## config.mk

```make
export PLATFORM = sky130hd
export DESIGN_NAME = cpu_regfile
export DESIGN_NICKNAME = d
export VERILOG_FILES = /design/src/rtl/cpu_rf_pkg.sv /design/src/rtl/rf_flag_merge.sv /design/src/rtl/rf_byte_bank.sv /design/src/rtl/rf_ptr_reg.sv /design/src/rtl/cpu_regfile.sv
export SDC_FILE = /design/constraint.sdc
export NUM_CORES = 1
export LEC_CHECK = 0
export BUFFER_PORTS_ARGS = -buffer_cell sky130_fd_sc_hd__buf_4
export CORE_ASPECT_RATIO = 0.75
export CORE_MARGIN = 3
export CORE_UTILIZATION = 55
export CTS_CLUSTER_SIZE = 24
export DETAILED_ROUTE_END_ITERATION = 6
export PLACE_DENSITY = 0.86
export SYNTH_ARGS = -nofsm -noshare
export SYNTH_HDL_FRONTEND = slang
export SYNTH_SLANG_ARGS = --single-unit
```

## constraint.sdc

```tcl
create_clock -name clk_i -period 2.55 [get_ports clk_i]
set_input_delay 0.51 -clock clk_i [delete_from_list [all_inputs] [get_ports clk_i]]
set_output_delay 0.51 -clock clk_i [all_outputs]
set_load 0.005 [all_outputs]
```

## src/rtl/cpu_rf_pkg.sv

```systemverilog
`timescale 1ns/1ps
package cpu_rf_pkg;
  localparam int BYTE_W   = 8;
  localparam int NREG     = 8;
  localparam int SEL_W    = $clog2(NREG);
  localparam int NPAIR    = 4;
  localparam int PSEL_W   = $clog2(NPAIR);
  localparam int PAIR_W   = 2 * BYTE_W;
  localparam int NFLAG    = 4;
  localparam int FLAG_LSB = BYTE_W - NFLAG;
  localparam int PTR_W    = 16;

  localparam logic [SEL_W-1:0] RS_B = 3'd0;
  localparam logic [SEL_W-1:0] RS_C = 3'd1;
  localparam logic [SEL_W-1:0] RS_D = 3'd2;
  localparam logic [SEL_W-1:0] RS_E = 3'd3;
  localparam logic [SEL_W-1:0] RS_H = 3'd4;
  localparam logic [SEL_W-1:0] RS_L = 3'd5;
  localparam logic [SEL_W-1:0] RS_F = 3'd6;
  localparam logic [SEL_W-1:0] RS_A = 3'd7;

  localparam logic [PSEL_W-1:0] PS_AF = 2'd3;

  localparam logic [BYTE_W-1:0] F_KEEP = 8'hF0;

  typedef logic [NREG-1:0][BYTE_W-1:0] reg_bank_t;

  // AF is the odd one out; the others map to consecutive byte slots
  function automatic logic [SEL_W-1:0] pair_hi(input logic [PSEL_W-1:0] p);
    return (p == PS_AF) ? RS_A : {p, 1'b0};
  endfunction

  function automatic logic [SEL_W-1:0] pair_lo(input logic [PSEL_W-1:0] p);
    return (p == PS_AF) ? RS_F : {p, 1'b1};
  endfunction
endpackage

```

## src/rtl/rf_flag_merge.sv

```systemverilog
`timescale 1ns/1ps
module rf_flag_merge
  import cpu_rf_pkg::*;
(
  input  logic [BYTE_W-1:0] raw_i,
  input  logic [NFLAG-1:0]  flag_we_i,
  input  logic [NFLAG-1:0]  flag_val_i,
  output logic [BYTE_W-1:0] f_o
);
  always_comb begin
    f_o = raw_i & F_KEEP;
    for (int i = 0; i < NFLAG; i++) begin
      if (flag_we_i[i]) f_o[FLAG_LSB+i] = flag_val_i[i];
    end
  end
endmodule

```

## src/rtl/rf_byte_bank.sv

```systemverilog
`timescale 1ns/1ps
module rf_byte_bank
  import cpu_rf_pkg::*;
(
  input  logic              clk_i,
  input  logic              rst_ni,
  input  logic              byte_we_i,
  input  logic [SEL_W-1:0]  byte_wsel_i,
  input  logic [BYTE_W-1:0] byte_wdata_i,
  input  logic              pair_we_i,
  input  logic [PSEL_W-1:0] pair_wsel_i,
  input  logic [PAIR_W-1:0] pair_wdata_i,
  input  logic [NFLAG-1:0]  flag_we_i,
  input  logic [NFLAG-1:0]  flag_val_i,
  output reg_bank_t         regs_o
);
  logic [SEL_W-1:0] hi_sel, lo_sel;
  assign hi_sel = pair_hi(pair_wsel_i);
  assign lo_sel = pair_lo(pair_wsel_i);

  for (genvar k = 0; k < NREG; k++) begin : g_reg
    logic [BYTE_W-1:0] merged, d, q;

    // pair write is applied last so it wins a collision
    always_comb begin
      merged = q;
      if (byte_we_i && byte_wsel_i == SEL_W'(k)) merged = byte_wdata_i;
      if (pair_we_i && hi_sel == SEL_W'(k)) merged = pair_wdata_i[PAIR_W-1:BYTE_W];
      if (pair_we_i && lo_sel == SEL_W'(k)) merged = pair_wdata_i[BYTE_W-1:0];
    end

    if (k == int'(RS_F)) begin : g_flag
      rf_flag_merge u_merge (
        .raw_i      (merged),
        .flag_we_i  (flag_we_i),
        .flag_val_i (flag_val_i),
        .f_o        (d)
      );
    end else begin : g_plain
      assign d = merged;
    end

    always_ff @(posedge clk_i or negedge rst_ni) begin
      if (!rst_ni) q <= '0;
      else         q <= d;
    end

    assign regs_o[k] = q;
  end
endmodule

```

## src/rtl/rf_ptr_reg.sv

```systemverilog
`timescale 1ns/1ps
module rf_ptr_reg #(
  parameter int W    = 16,
  parameter int UP   = 1,
  parameter int DOWN = 0
) (
  input  logic         clk_i,
  input  logic         rst_ni,
  input  logic         ld_i,
  input  logic [W-1:0] ldata_i,
  input  logic         up_i,
  input  logic         down_i,
  output logic [W-1:0] val_o
);
  logic [W-1:0] q, d;

  always_comb begin
    d = q;
    if (ld_i)                 d = ldata_i;
    else if (up_i && !down_i) d = q + W'(UP);
    else if (down_i && !up_i) d = q - W'(DOWN);
  end

  always_ff @(posedge clk_i or negedge rst_ni) begin
    if (!rst_ni) q <= '0;
    else         q <= d;
  end

  assign val_o = q;
endmodule

```

## src/rtl/cpu_regfile.sv

```systemverilog
`timescale 1ns/1ps
module cpu_regfile
  import cpu_rf_pkg::*;
(
  input  logic              clk_i,
  input  logic              rst_ni,
  input  logic [SEL_W-1:0]  byte_rsel_i,
  output logic [BYTE_W-1:0] byte_rdata_o,
  input  logic [PSEL_W-1:0] pair_rsel_i,
  output logic [PAIR_W-1:0] pair_rdata_o,
  input  logic              byte_we_i,
  input  logic [SEL_W-1:0]  byte_wsel_i,
  input  logic [BYTE_W-1:0] byte_wdata_i,
  input  logic              pair_we_i,
  input  logic [PSEL_W-1:0] pair_wsel_i,
  input  logic [PAIR_W-1:0] pair_wdata_i,
  input  logic [NFLAG-1:0]  flag_we_i,
  input  logic [NFLAG-1:0]  flag_val_i,
  output logic [NFLAG-1:0]  flags_o,
  input  logic              pc_ld_i,
  input  logic              pc_inc_i,
  input  logic [PTR_W-1:0]  pc_ldata_i,
  output logic [PTR_W-1:0]  pc_o,
  input  logic              sp_ld_i,
  input  logic              sp_inc_i,
  input  logic              sp_dec_i,
  input  logic [PTR_W-1:0]  sp_ldata_i,
  output logic [PTR_W-1:0]  sp_o
);
  reg_bank_t regs;

  rf_byte_bank u_bank (
    .clk_i        (clk_i),
    .rst_ni       (rst_ni),
    .byte_we_i    (byte_we_i),
    .byte_wsel_i  (byte_wsel_i),
    .byte_wdata_i (byte_wdata_i),
    .pair_we_i    (pair_we_i),
    .pair_wsel_i  (pair_wsel_i),
    .pair_wdata_i (pair_wdata_i),
    .flag_we_i    (flag_we_i),
    .flag_val_i   (flag_val_i),
    .regs_o       (regs)
  );

  rf_ptr_reg #(.W(PTR_W), .UP(1), .DOWN(0)) u_pc (
    .clk_i   (clk_i),
    .rst_ni  (rst_ni),
    .ld_i    (pc_ld_i),
    .ldata_i (pc_ldata_i),
    .up_i    (pc_inc_i),
    .down_i  (1'b0),
    .val_o   (pc_o)
  );

  rf_ptr_reg #(.W(PTR_W), .UP(2), .DOWN(2)) u_sp (
    .clk_i   (clk_i),
    .rst_ni  (rst_ni),
    .ld_i    (sp_ld_i),
    .ldata_i (sp_ldata_i),
    .up_i    (sp_inc_i),
    .down_i  (sp_dec_i),
    .val_o   (sp_o)
  );

  assign byte_rdata_o = regs[byte_rsel_i];
  assign pair_rdata_o = {regs[pair_hi(pair_rsel_i)], regs[pair_lo(pair_rsel_i)]};
  assign flags_o      = regs[RS_F][BYTE_W-1:FLAG_LSB];
endmodule

```

==> flow_summary.ini, run 1 <==
[run_status]
outcome = completed

[clock_network]
cts_made_buffers = 9
cts_resized = 0
cts_tree = yes
postCtsSetupBuffers = 0
cts.sinks = 92
cts_max_level = 3
cts_hold_buf = 0
clk_latency_ps = 340
cts_root_buf = clkbuf_16
clk_pin_slew_ps = 60
clock_path_buffers = 2

[global_routing]
first_global_vias = 5343
grt.total_usage = 0.2785
grt_pass1_wl_um = 26850
grt_start_max_net_pins = 50
overflow = 0
antenna_found_initial = 0

[layout]
filler_cell_count = 776
fin_nets = 835
antenna_cells = 0
multi_input_area_mm2 = 0.003440
syn_to_final_growth_pct = 24.94
finalInstanceArea_mm2 = 0.007453
drive_above_1_share = 0.2888
regArea_mm2 = 0.002302

[setup_path]
startpoint = sp_dec_i
worstSetupPathType = in2reg
crit_path_cell_trace = buf_4 > nand2b_1 > buf_12 > ha_1 > a21oi_1 > o21ai_1 > a221o_1 > a21oi_1 > xor2_1 > a221oi_1
crit_arrival_ps = 2520
worst_setup_path_start_kind = input pin
r2r-start = u_sp.val_o[2]
cp_common_cell = a21oi_1
r2r_cells = 7
cp_slowest_cell = a221o_1
timing.rr.end = u_sp.val_o[14]
endpoint_kind = flip-flop
crit_required_ps = 2790
rrSetupSlack_ps = 450
path_max_fanout = 18
critPathMaxStageDelay_ps = 340

[routing]
firstDrtPassIters = 5
wl_um = 16940
remaining_drc_errors = 0
ant_nets = 0
wl_per_cell_um = 19.31
avgViaCountPerCell = 6.117
vias = 5365
drt_iter0_markers = 472

[logic_synthesis]
yosys-top-cells-area = dfrtp_1 (39%), mux2i_1 (11%), mux4_2 (9.1%)
synth_cell_types = 52
synth-seq-cells = 92
syn_area_mm2 = 0.005966
netlist.area_leader.share = 0.3859
yosysWarnings = 0
synth-main-ff-cell = dfrtp_1
synth_top_area_cell = dfrtp_1
synth.avg_cell_area_um2 = 9.812
yosysSeqAreaShare = 0.3859
syn-num-nets = 707
synth_edf_count = 0
async_flop_share = 1.000
syn_inst = 608

[min_path]
hold_path_class = in2async

[sta]
fmax_ghz = 0.4384
drv_slew = 0
worstMarginPinSlew_ps = 767.8
layout_min_cycle_time_ps = 2281
hold_viol = 0
clock_skew_ps = 7.092
maxSlewHeadroom = 0.4865
timing.final.crit_share = 0.8944
setup_viol = 0
rsz0062_at_grt = no

[floorplan]
initial_core_util = 0.5731
core_mm2 = 0.01041
io_pins = 143
die-area_mm2 = 0.01215
rows = 32
die_h_um = 96.20
die_w_um = 126.3

[pwr]
leakage_uw = 0.003402
report.power.total_uw = 4909
p_per_area_mw_per_mm2 = 658.7
peakVddDrop_mv = 0.3380

[placement]
port_buffers = 142
dpl-instance-area_mm2 = 0.007172
hpwl_um = 11740
place_congestion = 0.9085

[flow_run]
maxCapViolCount = 0
[registers in the layout, indices dropped and copies added, names as in the netlist]
| name | flops |
|---|---|
| u_bank.g.q | 60 |
| u_pc.val_o | 16 |
| u_sp.val_o | 16 |
[layout by cell type, fill, tap and decap left out, types with 3 or more instances in the layout]
master	count
buf_4	157
dfrtp_1	92
nand2_1	76
mux2i_1	65
a21oi_1	55
nor2_1	51
o21ai_1	45
mux4_2	24
xor2_1	19
o21ai_0	15
ha_1	15
inv_1	11
xnor2_1	10
clkbuf_16	9
nand2b_1	6
nand4_1	6
nor3_1	6
mux2_2	5
nor3b_1	5
nand3_1	5
mux2_1	4
a22oi_1	4
nand4b_1	4
nor2b_1	3
a21o_1	3
a221o_1	3
o21a_1	3
[layer usage]
layer,global-route usage,wire (um),vias up
met5,0,0,-
met4,0.08393,371,0
met3,0.06767,1522,39
met2,0.4633,8003,287
met1,0.3670,7038,2592
li1,-,-,2447
[how the worst max path moves through the flow]
stage                           end  slack, ps  depth (start not counted)
floorplan            u_sp.val_o[14]          2                          8
global placement      u_sp.val_o[7]         60                         10
finish               u_sp.val_o[14]        270                         10
global route         u_sp.val_o[12]        160                         10
CTS                 byte_rdata_o[7]        310                          4
detailed placement   u_sp.val_o[15]        -20                         10
[cell usage after synthesis, types with 4 or more instances]
| cell | n |
|---|---|
| nor3b_1 | 6 |
| mux2i_1 | 65 |
| nand4b_1 | 4 |
| xor2_1 | 19 |
| o21ai_1 | 45 |
| nand2b_1 | 6 |
| inv_1 | 11 |
| clkbuf_1 | 24 |
| mux4_2 | 24 |
| dfrtp_1 | 92 |
| a22oi_1 | 4 |
| nand2_1 | 76 |
| a21oi_1 | 55 |
| ha_1 | 15 |
| nor2_1 | 51 |
| mux2_2 | 5 |
| mux2_1 | 4 |
| nand4_1 | 6 |
| buf_4 | 4 |
| buf_2 | 12 |
| nand3_1 | 5 |
| nor3_1 | 6 |
| xnor2_1 | 10 |
| o21ai_0 | 15 |
[worst max-delay path, delay by kind of cell]
kind | cells | cell delay (ps)
fa+ha+maj | 1 | 290
xor+xnor | 1 | 100
simple gates | 1 | 170
compound gates | 5 | 1160
buf+inv | 2 | 280
[kinds of logic (layout without fill, tap and decap cells)]
logic type	count (synthesis)	count (layout)	synth area share
AOI/OAI and AO/OA	144	144	0.1441
xor gates and xnor gates	29	29	0.04257
adders and majority gates	16	16	0.03482
buffers and inverters	53	186	0.03838
DFF	92	92	0.3859
muxes	98	98	0.2167
and+or+nand+nor	176	176	0.1376
[layout make-up]
class | count | share of cell area
clock inverter | 3 | 0.002854
multi-input combinational | 463 | 0.4615
clock buffer | 13 | 0.03492
tap | 136 | 0.02283
inverter | 11 | 0.005540
sequential | 92 | 0.3089
timing repair buffer | 159 | 0.1635
[where the power goes]
part           switching (uW)  internal (uW)
registers                 241           1710
clock network             571            716
logic                     775            896
total                    1590           3320
[through the flow]
step | hold slack (ps) | std cells | utilization | setup slack [ps] | setup TNS, ps
finish | 168.0 | 877 | 0.7160 | 269.2 | 0
global route | 200.0 | 877 | 0.7160 | 162.9 | 0
CTS | 190.4 | 877 | 0.7160 | 313.9 | 0
detailed placement | 515.1 | 861 | 0.6889 | -20.83 | -37.81
global placement | 498.6 | 861 | 0.6889 | 62.99 | 0
floorplan | 214.4 | 608 | - | 1.619 | 0
No activity file was read; power rests on OpenSTA's default activity.
==> inputs of run 2 (changes only) <==
==> constraint.sdc (replaced) <==
create_clock -name clk_i -period 2.55 [get_ports clk_i]
set_input_delay 0.765 -clock clk_i [delete_from_list [all_inputs] [get_ports clk_i]]
set_output_delay 0.765 -clock clk_i [all_outputs]
set_load 0.005 [all_outputs]
==> flow_summary.ini, run 2 (same netlist as run 1, synthesis figures left out) <==
[run_status]
outcome = completed

[routing]
firstDrtPassIters = 5
wl_per_cell_um = 19.37
wl_um = 17640
vias = 5574
ant_nets = 0
drt_iter0_markers = 470
remaining_drc_errors = 0
avgViaCountPerCell = 6.119

[sta]
rsz0062_at_grt = yes
whs_ps = 398.6
timing.final.crit_share = 0.9983
worstMarginPinSlew_ps = 781.9
layout_min_cycle_time_ps = 2546
fmax_ghz = 0.3928
hold_viol = 0
drv_slew = 0
setup_viol = 0
maxSlewHeadroom = 0.4760
clock_skew_ps = 5.561

[clock_network]
clk_pin_slew_ps = 60
cts_root_buf = clkbuf_16
cts_max_level = 3
postCtsSetupBuffers = 0
cts_tree = yes
cts_made_buffers = 9
cts.sinks = 92
clk_latency_ps = 330
clock_path_buffers = 2

[floorplan]
die-area_mm2 = 0.01215
io_pins = 143
rows = 32
initial_core_util = 0.5731
die_h_um = 96.20
die_w_um = 126.3
core_mm2 = 0.01041

[global_routing]
top_usage_layer = met2
grt.total_usage = 0.2904
antenna_found_initial = 0
grtUsageMet3 = 0.07044
use_met1 = 0.3756
grt_pass1_wl_um = 28120
first_global_vias = 5612
grt_start_max_net_pins = 37
use_met2 = 0.4814
overflow = 0

[layout]
largest_reg_flops = 60
multi_input_area_mm2 = 0.003476
drive_above_1_share = 0.3303
largest-register = u_bank.g.q
antenna_cells = 0
layout_commonest_cell = buf_4
layout_common_cells = buf_4 (182), dfrtp_1 (92), nand2_1 (72), mux2i_1 (65), a21oi_1 (55)
finish.utilization = 0.7558
syn_to_final_growth_pct = 31.88
filler_cell_count = 707
regArea_mm2 = 0.002302
fin_nets = 869

[flow_run]
maxCapViolCount = 0

[placement]
port_buffers = 142
hpwl_um = 12630
place_congestion = 0.8936

[pwr]
report.power.total_uw = 5196
peakVddDrop_mv = 0.3722
leakage_uw = 0.003637
p_per_area_mw_per_mm2 = 660.4

[setup_path]
worst_setup_path_start_kind = input pin
crit_required_ps = 1790
crit_arrival_ps = 1780
worstSetupPathType = in2out
rrSetupSlack_ps = 500
endpoint_kind = output port
path_max_fanout = 8

[min_path]
hold_path_class = in2async
-- run 2: cell types whose count changed in the layout (fill, tap and decap cells not counted), sizes merged --
cell      delta
buf         +33
bufinv       +2
clkbuf       -1
clkinv       +1
clkinvlp     -1
-- run 2: final timing paths --
check,from,end,cells after the start
worst max-delay path,byte_rsel_i[1],byte_rdata_o[5],6
worst min-delay path,rst_ni,u_bank.g_reg[1].q[6],1
worst max register to register,u_sp.val_o[1],u_sp.val_o[7],8
worst min register to register,u_sp.val_o[0],u_sp.val_o[0],1
max in group asynchronous,rst_ni,u_bank.g_reg[2].q[2],2
min in group clk_i,u_sp.val_o[0],u_sp.val_o[0],1
-- run 2: area by class of cell --
type | instances | share of cell area
tap | 136 | 0.02163
clock buffer | 11 | 0.03085
inverter | 11 | 0.005248
clock inverter | 5 | 0.009542
multi-input combinational | 463 | 0.4418
timing repair buffer | 193 | 0.1983
sequential | 92 | 0.2926
-- run 2: what timing repair did --
item / in CTS / in global routing
hold buffers: 0 / 0
pin swaps: 1 / 4
cloned: 0 / 1
gates resized for setup: 3 / 11
setup endpoints to repair: 7 / 8
-- run 2: per-stage QoR --
stage          TNS [ps]  setup slack [ps]  area [um2]  cells
3_5_place_dp      -1426            -199.4        7477    894
5_1_grt          -91.52            -32.64        7868    911
2_1_floorplan         0             5.470        5996    608
3_3_place_gp     -718.4            -122.7        7477    894
6_report              0             4.421        7868    911
4_1_cts               0            0.8861        7806    910
-- run 2: worst max-delay path, cell delays in order --
cell	delay [ps]
buf_12	90
buf_12	130
mux4_2	490
nand2_1	100
nand2_2	70
buf_6	120
-- run 2: routing by layer --
| metal | part of all wire | wire length (um) | up-vias |
|---|---|---|---|
| li1 | - | - | 2497 |
| met1 | 0.40 | 7139 | 2718 |
| met2 | 0.48 | 8552 | 320 |
| met3 | 0.088 | 1550 | 39 |
| met4 | 0.023 | 401 | 0 |
| met5 | 0 | 0 | - |
-- run 2: power breakdown --
group | switching [uW] | leakage (uW) | internal (uW)
registers | 242 | 0.00107 | 1710
clock network | 557 | 0.000159 | 882
logic | 810 | 0.00241 | 995
total | 1610 | 0.00364 | 3590
==> inputs of run 3 (changes only) <==
--- a/config.mk
+++ b/config.mk
@@ -5,12 +5,13 @@
 export SDC_FILE = /design/constraint.sdc
 export NUM_CORES = 1
 export LEC_CHECK = 0
-export BUFFER_PORTS_ARGS = -buffer_cell sky130_fd_sc_hd__buf_4
 export CORE_ASPECT_RATIO = 0.75
 export CORE_MARGIN = 3
-export CORE_UTILIZATION = 55
+export CORE_UTILIZATION = 66
 export CTS_CLUSTER_SIZE = 24
 export DETAILED_ROUTE_END_ITERATION = 6
+export DONT_BUFFER_PORTS = 1
+export GPL_TIMING_DRIVEN = 0
 export PLACE_DENSITY = 0.86
 export SYNTH_ARGS = -nofsm -noshare
 export SYNTH_HDL_FRONTEND = slang
==> constraint.sdc (replaced) <==
create_clock -name clk_i -period 3.13 [get_ports clk_i]
set_input_delay 0.939 -clock clk_i [delete_from_list [all_inputs] [get_ports clk_i]]
set_output_delay 0.939 -clock clk_i [all_outputs]
set_load 0.005 [all_outputs]
==> flow_summary.ini, run 3 (same netlist as run 1, synthesis figures left out) <==
[run_status]
outcome = completed

[setup_path]
crit_required_ps = 2190
rrSetupSlack_ps = 990
crit_arrival_ps = 2190
worst_setup_path_start_kind = input pin
timing.rr.end = u_sp.val_o[12]
cp_slowest_cell = clkbuf_1
r2r_cells = 7
critPathMaxStageDelay_ps = 420
path_max_fanout = 10
r2r-start = u_sp.val_o[7]
crit_path_cell_trace = clkbuf_1 > clkbuf_2 > mux4_2
worstSetupPathType = in2out
endpoint_kind = output port

[pwr]
p_per_area_mw_per_mm2 = 590.2
leakage_uw = 0.002744
peakVddDrop_mv = 0.3921

[clock_network]
cts.sinks = 92
cts_hold_buf = 0
cts_max_level = 3
clock_path_buffers = 2
cts_tree = yes
clk_pin_slew_ps = 60
cts_made_buffers = 9
postCtsSetupBuffers = 0
clk_latency_ps = 340
cts_root_buf = clkbuf_16

[layout]
layout_common_cells = dfrtp_1 (92), nand2_1 (76), mux2i_1 (65), a21oi_1 (55), nor2_1 (51)
fin_nets = 718
finalInstanceArea_mm2 = 0.006424
finish.utilization = 0.7438
layout_commonest_cell = dfrtp_1
largest_reg_flops = 60
largest-register = u_bank.g.q
drive_above_1_share = 0.1172
antenna_cells = 0
syn_to_final_growth_pct = 7.676

[floorplan]
rows = 29
die_w_um = 115.8
core_mm2 = 0.008636
die-area_mm2 = 0.01023
io_pins = 143
die_h_um = 88.34
initial_core_util = 0.6908

[global_routing]
use_met1 = 0.4525
grt_start_max_net_pins = 93
use_met2 = 0.5321
overflow = 0
first_global_vias = 5213
grt_pass1_wl_um = 26540
grt.total_usage = 0.3413
antenna_found_initial = 0
grtUsageMet3 = 0.09911
top_usage_layer = met2

[sta]
hold_viol = 0
worstMarginPinSlew_ps = 940.0
setup_viol = 0
clock_skew_ps = 2.859
drv_slew = 0
rsz0062_at_grt = no
layout_min_cycle_time_ps = 3125
fmax_ghz = 0.3201
maxSlewHeadroom = 0.3720
timing.final.crit_share = 0.9982

[placement]
port_buffers = 0
hpwl_um = 11870
place_congestion = 0.9644
dpl-instance-area_mm2 = 0.006101

[routing]
wl_per_cell_um = 23.49
remaining_drc_errors = 0
drt_iter0_markers = 585
avgViaCountPerCell = 7.023
firstDrtPassIters = 7
vias = 5134
ant_nets = 0
wl_um = 17170

[min_path]
hold_path_class = in2async

[flow_run]
maxCapViolCount = 0
## run 3: final cells by class
type	count	area, um2
fillers	604	2212
inverters	11	41.29
clock buffers	10	229.0
well taps	108	135.1
clock inverters	5	77.57
multi-input cells	463	3437
plain buffers	42	201.4
flip-flops and latches	92	2302
## run 3: how the worst max path moves through the flow
stage                        to            from  cells after the start  slack [ps]
2_1_floorplan   byte_rdata_o[4]  byte_rsel_i[1]                      5         130
3_3_place_gp    byte_rdata_o[6]  byte_rsel_i[1]                      5        -130
3_5_place_dp     u_sp.val_o[15]        sp_dec_i                      8        -160
4_1_cts         byte_rdata_o[4]  byte_rsel_i[1]                      5          40
5_1_grt         pair_rdata_o[5]  pair_rsel_i[1]                      3          20
6_report       pair_rdata_o[14]  pair_rsel_i[1]                      3           5
## run 3: metrics by stage
step | TNS [ps] | hold WS, ps | worst slack (ps) | instances | total power [uW]
CTS | 0 | 283.1 | 41.37 | 731 | 3770
floorplan | 0 | 505.5 | 132.1 | 608 | 2380
global route | 0 | 271.3 | 20.70 | 731 | 3973
detailed placement | -2251 | 533.0 | -155.6 | 716 | 2628
global placement | -1620 | 529.2 | -131.4 | 716 | 2560
finish | 0 | 286.7 | 5.490 | 731 | 3791
## run 3: worst max-delay path, delay by kind of cell
kind,cells,cell delay (ps)
mux,1,410
buf+inv,2,840
## run 3: routing by layer
layer,up-vias,share of wire
met2,397,0.46
li1,2198,-
met5,-,0
met3,58,0.13
met1,2481,0.38
met4,0,0.026
## run 3: report_power, final
group | switching [uW] | leakage [uW] | internal [uW]
logic | 537 | 0.00153 | 503
clock network | 457 | 0.000148 | 693
registers | 207 | 0.00107 | 1390
## run 3: timing repair
item | 4_1_cts | 5_1_grt
resized for setup | 5 | 2
setup endpoints to repair | 14 | 4
endpoints found under the hold margin | 0 | 0
pin swaps | 0 | 0
